[src/rtl/local_timer.sv]
module local_timer #(
  parameter int CNT_W = 32
) (
  input  logic        clk,
  input  logic        rst_n,
  input  logic        tick,
  input  logic        wr_en,
  input  logic        rd_en,
  input  logic [1:0]  addr,
  input  logic [31:0] wdata,
  output logic [31:0] rdata,
  output logic        irq_req,
  output logic [7:0]  irq_vec
);
  localparam int PRE_W = 7;
  localparam logic [1:0] A_CTL = 2'd0, A_INIT = 2'd1, A_CUR = 2'd2, A_DIV = 2'd3;
  localparam logic [17:0] CTL_KEEP = 18'h310FF;
  localparam logic [17:0] CTL_RST  = 18'h10000;

  logic [17:0]      ctl_q;
  logic [CNT_W-1:0] init_q, cur_q;
  logic [3:0]       div_q;
  logic [PRE_W-1:0] pre_q;
  logic [2:0]       shift_q;

  logic [2:0]       cfg_shift;
  logic [7:0]       ratio;
  logic [PRE_W-1:0] pre_lim;
  logic             wrap, load, expire;
  logic [31:0]      rd_mux;

  assign cfg_shift = 3'({div_q[3], div_q[1:0]} + 3'd1);
  assign ratio     = 8'd1 << shift_q;
  assign pre_lim   = PRE_W'(ratio - 8'd1);
  assign wrap      = tick && (pre_q >= pre_lim);
  assign load      = wr_en && (addr == A_INIT);
  assign expire    = wrap && (cur_q == CNT_W'(1));

  always_comb begin
    case (addr)
      A_CTL:   rd_mux = 32'(ctl_q);
      A_INIT:  rd_mux = 32'(init_q);
      A_CUR:   rd_mux = 32'(cur_q);
      default: rd_mux = 32'(div_q);
    endcase
  end

  always_ff @(posedge clk or negedge rst_n) begin
    if (!rst_n) begin
      ctl_q   <= CTL_RST;
      init_q  <= '0;
      cur_q   <= '0;
      div_q   <= '0;
      pre_q   <= '0;
      shift_q <= 3'd1;
      irq_req <= 1'b0;
      irq_vec <= '0;
      rdata   <= '0;
    end else begin
      if (wr_en) begin
        case (addr)
          A_CTL:   ctl_q  <= wdata[17:0] & CTL_KEEP;
          A_INIT:  init_q <= wdata[CNT_W-1:0];
          A_DIV:   div_q  <= wdata[3:0] & 4'hB;
          default: ;
        endcase
      end

      if (load) begin
        pre_q   <= '0;
        shift_q <= cfg_shift;
      end else if (tick) begin
        pre_q <= wrap ? '0 : PRE_W'(pre_q + 1'b1);
        if (wrap) shift_q <= cfg_shift;
      end

      if (load)
        cur_q <= wdata[CNT_W-1:0];
      else if (wrap) begin
        if (cur_q != '0)
          cur_q <= cur_q - 1'b1;
        else if (ctl_q[17] && init_q != '0)
          cur_q <= init_q;
      end

      irq_req <= expire && !ctl_q[16];
      if (expire) irq_vec <= ctl_q[7:0];

      if (rd_en) rdata <= rd_mux;
    end
  end
endmodule

[config.mk]
export PLATFORM = sky130hd
export DESIGN_NAME = local_timer
export DESIGN_NICKNAME = d
export VERILOG_FILES = /design/src/rtl/local_timer.sv
export SDC_FILE = /design/constraint.sdc
export NUM_CORES = 1
export LEC_CHECK = 0
export ABC_AREA = 0
export BUFFER_PORTS_ARGS = -buffer_cell sky130_fd_sc_hd__buf_2
export CAP_MARGIN = 5
export CORE_MARGIN = 3
export CORE_UTILIZATION = 30
export DETAILED_ROUTE_END_ITERATION = 16
export GPL_TIMING_DRIVEN = 0
export PLACE_DENSITY = 0.52
export SLEW_MARGIN = 20
export SYNTH_ARGS = -nofsm -noshare
export SYNTH_HDL_FRONTEND = slang
export SYNTH_SLANG_ARGS = --single-unit
[constraint.sdc]
create_clock -name clk -period 4.6 [get_ports clk]
set_clock_uncertainty 0.1 [all_clocks]
set_input_delay 1.38 -clock clk [delete_from_list [all_inputs] [get_ports clk]]
set_output_delay 1.38 -clock clk [all_outputs]
set_load 0.1 [all_outputs]
-- Word-level counts from Yosys, hierarchy flattened
Cells that the tools add are included.
- bits in registers: 129
- input port bits: 39
- word-level logic and storage cells: 47
- $lt $le $gt $ge: 1
- shifts and indexed selects: 1
- add/subtract/negate cells: 4
- reductions and logical operators: 17
- equality and inequality tests: 4
- multiplexer cells: 11
- operators by type and width (kind ; number):
    32-bit two-way mux ; 4
    32-bit one-hot mux with 3 select lines ; 1
    32-bit nonzero test ; 2
    32-bit by 1-bit == test with 1-bit output (second input constant) ; 1
    32-bit by 1-bit subtractor with 32-bit output (second input constant) ; 1
    7-bit two-way mux ; 3
    2-bit AND reduction ; 5
    3-bit two-way mux ; 3
    7-bit by 1-bit adder with 7-bit output (second input constant) ; 1
    7-bit greater-or-equal comparator ; 1
    1-bit by 3-bit << shifter with 7-bit output (first input constant) ; 1
    7-bit by 1-bit subtractor with 7-bit output (second input constant) ; 1
    1-bit logical AND ; 5
    2-bit == test (second input constant) ; 2
    2-bit nonzero test ; 2
    3-bit by 1-bit adder with 3-bit output (second input constant) ; 1
    3-bit nonzero test ; 1
    2-bit by 1-bit == test with 1-bit output (second input constant) ; 1
    2-bit logical NOT ; 1
    1-bit logical NOT ; 1

-- Depth between registers and ports, before layout
- depth in word-level cells: 7
- mapped depth: 11
- gate-level depth less buffers: 9

-- Worst setup path after synthesis
OpenSTA, ideal clock, no wires.
- kind: input-to-reg
- start point: input port addr[0]
- end point: register cur_q[16]
- arrival: 3.012 ns
- path slack: 1.377 ns
- cell stages on the path: 8
- buffers on the path: 4
- required time: 4.390 ns
- cells stage by stage: clkbuf_1 nor2b_1 and2_1 clkbuf_1 clkbuf_1 buf_1 nand2_1 o41ai_1
- longest elaborated chain between the ends: 4
- elaborated cells on any way between the ends: 6
- classes of those cells: 1 x eq/ne; 1 x mux; 4 x reduce/logical
- RTL lines (item ; line ; text):
    from (decl) ; 9 ; input logic [1:0] addr,
    2-bit by 1-bit == test with 1-bit output (*) ; 36 ; assign load = wr_en && (addr == A_INIT);
    1-bit logical AND (*) ; 36 ;
    3-bit nonzero test (no source line) or 2-bit nonzero test (tied branches) ; n/a ;
    2-bit AND reduction (no source line) ; n/a ;
    to (signal assigned) ; 78 ; cur_q <= wdata[CNT_W-1:0];
    to (signal assigned) ; 81 ; cur_q <= cur_q - 1'b1;
    to (signal assigned) ; 83 ; cur_q <= init_q;
    to (decl) ; 21 ; logic [CNT_W-1:0] init_q, cur_q;
Mark *: on every way between the ends. The rest lies on a longest branch, timed or not.
A chain may end at the register's enable or synchronous reset.

-- Worst setup path in the final report
- start point: input port addr[0]
- end point: register cur_q[4]
Same word-level chain as after synthesis.

==> reports/results.txt <==
Synth cell count leaders = 127 x dfrtp_1, 115 x nand2_1, 78 x nor2_1
Power per cell area = 520 nW/um^2
Largest net degree at the start of global routing = 82
Slew @ Worst Pin = 1.02 ns
Most common cell in the netlist = dfrtp_1
Final Util = 0.371
Status = complete, no violations
Filler instances = 2238
Max FO, Critical Path = 10
Syn nets = 775
GRT Total Usage = 0.197
Diodes inserted = 0
Core footprint = 22000 um^2
Starting density of the core = 0.307
Area after DPL = 7510 um^2
Routed len/inst = 21.2 um
R2R Setup Slk = 1.18 ns
Final non-filler cell total = 1113
# Max-Cap Violations = 0
Fin area = 8150 um^2
DRC = 0
Slew Limit Headroom = 0.316
Die H = 156 um
WS Path Type = in -> reg
Cell count after synthesis = 724
Finish-stage setup viols = 0
Final GP Congestion = 0.927
Syn. warnings = 0
P&R area growth vs syn = 21.0%
Clock transition at path regs = 0.06 ns
Sequential share of the synthesized area = 0.480
Hold Crit Class = reg -> reg
Static Leak = 3.68 nW
Yosys top cell area share = 0.472
# nets final = 872
Critical path capture point type = flip-flop
Hold-fix buffers, CTS = 0
Clk_lat worst skew = 0.43 ns
Min Hold Slack = 0.373 ns
Setup Buffers After CTS = 0
Max-slew violations = 0
CP startpoint kind = input pin
FF-to-FF Start = shift_q[0]$_DFFE_PN1P_
Die area = 24300 um^2
Pre-antenna DRT Iters = 6
Final Hold Fails = 0
Antenna violations before repair = 1
DRT iter0 DRCs = 562
Clk sink count = 129
Longest Clk Path Bufs = 2
CTS tree = built
Crit path capture = cur_q[4]$_DFFE_PN0P_
ANT nets after route = 0
Final worst-path cycle share = 0.885
DRT Wirelength = 23500 um
Peak Freq = 246 MHz
Dpl hpwl = 16600 um
Reg2Reg Capture Point = cur_q[12]$_DFFE_PN0P_
Main synth FF type = dfrtp_1
Placed cells = 1082
Placement Rows = 54
H-Tree Depth = 4
Worst reg-to-reg path cell count = 9
Vias per inst = 5.46
Vias in the first global route = 6175
Cell variety after synth = 57
Port buffer count = 77
#FFs+latches synth = 129
CP startpoint = addr[0]
GR Overflow Total = 0
Cells taking the most area after synthesis = dfrtp_1 47%, nand2_1 6.4%, a21oi_1 5.4%, mux2_2 5.0%, nor2_1 4.3%
Clk root buf = clkbuf_16
Synthesized area = 6730 um^2
Number of flops mapped to enable cells by yosys = 0
Total CTS buffers = 17
Layout cells sized above 1 = 0.188
Post-synth top area cell = dfrtp_1
RSZ-0062 raised after global routing = no
# IOs = 80
Resized Gates After CTS = 0
Synth async-reset ratio = 1.00
First-pass GRT wire length = 36500 um
Worst Path Arrival = 4.28 ns
Via count = 6078
Crit path required time = 4.81 ns
Die extent in x = 156 um
Mean post-synth cell area = 9.30 um^2
Worst IR drop on VDD = 0.000223 V
Tmin final = 4.07 ns
Setup_tns = 0 ns
-- cell families after synthesis --
| family | Yosys count | share of synthesized area |
|---|---|---|
| xor+xnor | 6 | 0.00781 |
| simple gates | 288 | 0.197 |
| compound gates | 187 | 0.182 |
| flops | 129 | 0.480 |
| fa+ha+maj | 12 | 0.0223 |
| mux | 46 | 0.0795 |
| buf+inv | 56 | 0.0320 |
-- how the worst min path moves through the flow --
stage	from	to	slack, ns	cells after the start
2_1_floorplan	div_q[0]$_DFFE_PN0P_	shift_q[0]$_DFFE_PN1P_	0.33	1
3_3_place_gp	div_q[0]$_DFFE_PN0P_	shift_q[0]$_DFFE_PN1P_	0.37	1
3_5_place_dp	div_q[0]$_DFFE_PN0P_	shift_q[0]$_DFFE_PN1P_	0.37	1
4_1_cts	div_q[0]$_DFFE_PN0P_	shift_q[0]$_DFFE_PN1P_	0.37	1
5_1_grt	div_q[0]$_DFFE_PN0P_	shift_q[0]$_DFFE_PN1P_	0.39	1
6_report	div_q[0]$_DFFE_PN0P_	shift_q[0]$_DFFE_PN1P_	0.37	1
-- cell type report --
class                      count  area (um^2)  share of cell area
buffer                        46          178              0.0218
clock buffer                  21          460              0.0565
clock inverter                10          183              0.0224
inverter                      10         37.5             0.00461
multi-input combinational    539         3290               0.403
sequential                   129         3230               0.396
tap                          280          350              0.0430
timing repair buffer          78          423              0.0519
-- worst max-delay path, cell delays in order --
cell,delay (ns)
clkbuf_1,0.26
nor2b_1,0.42
and2_1,0.18
clkbuf_1,0.50
clkbuf_1,0.58
buf_1,0.63
nand2_1,0.21
o41ai_1,0.11
-- layout by cell type, fill, tap and decap left out, types with 5 or more instances in the layout --
cell       instances
bufinv_16          5
clkbuf_16         17
or2_2              5
a2bb2oi_1          7
o21ai_0           20
nand3_1           11
o21bai_1           5
nor2_1            78
dfrtp_1          127
a22o_1             5
o31ai_1           11
or3_1              5
and2_1             5
a22oi_1           24
inv_1             10
buf_2             80
nor3_1            18
clkbuf_1          41
ha_1              12
a21oi_1           72
nand2_1          115
mux2i_1           13
nand4_1            8
and3_1             7
mux2_2            30
nor4_1            17
-- stage by stage --
| step | setup WS [ns] | power [W] |
|---|---|---|
| 3_3_place_gp | 0.112 | 0.00272 |
| 3_5_place_dp | 0.145 | 0.00274 |
| 4_1_cts | 0.584 | 0.00425 |
| 5_1_grt | 0.350 | 0.00445 |
| 2_1_floorplan | 1.38 | 0.00238 |
| 6_report | 0.528 | 0.00424 |
-- state kept, by name, indices dropped and copies added (netlist names) --
signal and flops:
pre_q 7, init_q 32, cur_q 32, irq_req 1, rdata 32, irq_vec 8, shift_q 3, ctl_q 11
div_q 3
-- layer usage --
metal  wire [um]  vias up  track usage
li1            -     2815            -
met5          13        -            0
met1       10600     2992        0.271
met4         689        2       0.0753
met3        1740       47       0.0477
met2       10500      222        0.302
-- where the power goes --
group | switching [W] | total, W | internal (W)
Clock | 0.000522 | 0.00151 | 0.000985
Sequential | 0.000258 | 0.00160 | 0.00134
Combinational | 0.000785 | 0.00113 | 0.000344
Total | 0.00156 | 0.00424 | 0.00267
(Power assumes the default switching activity.)
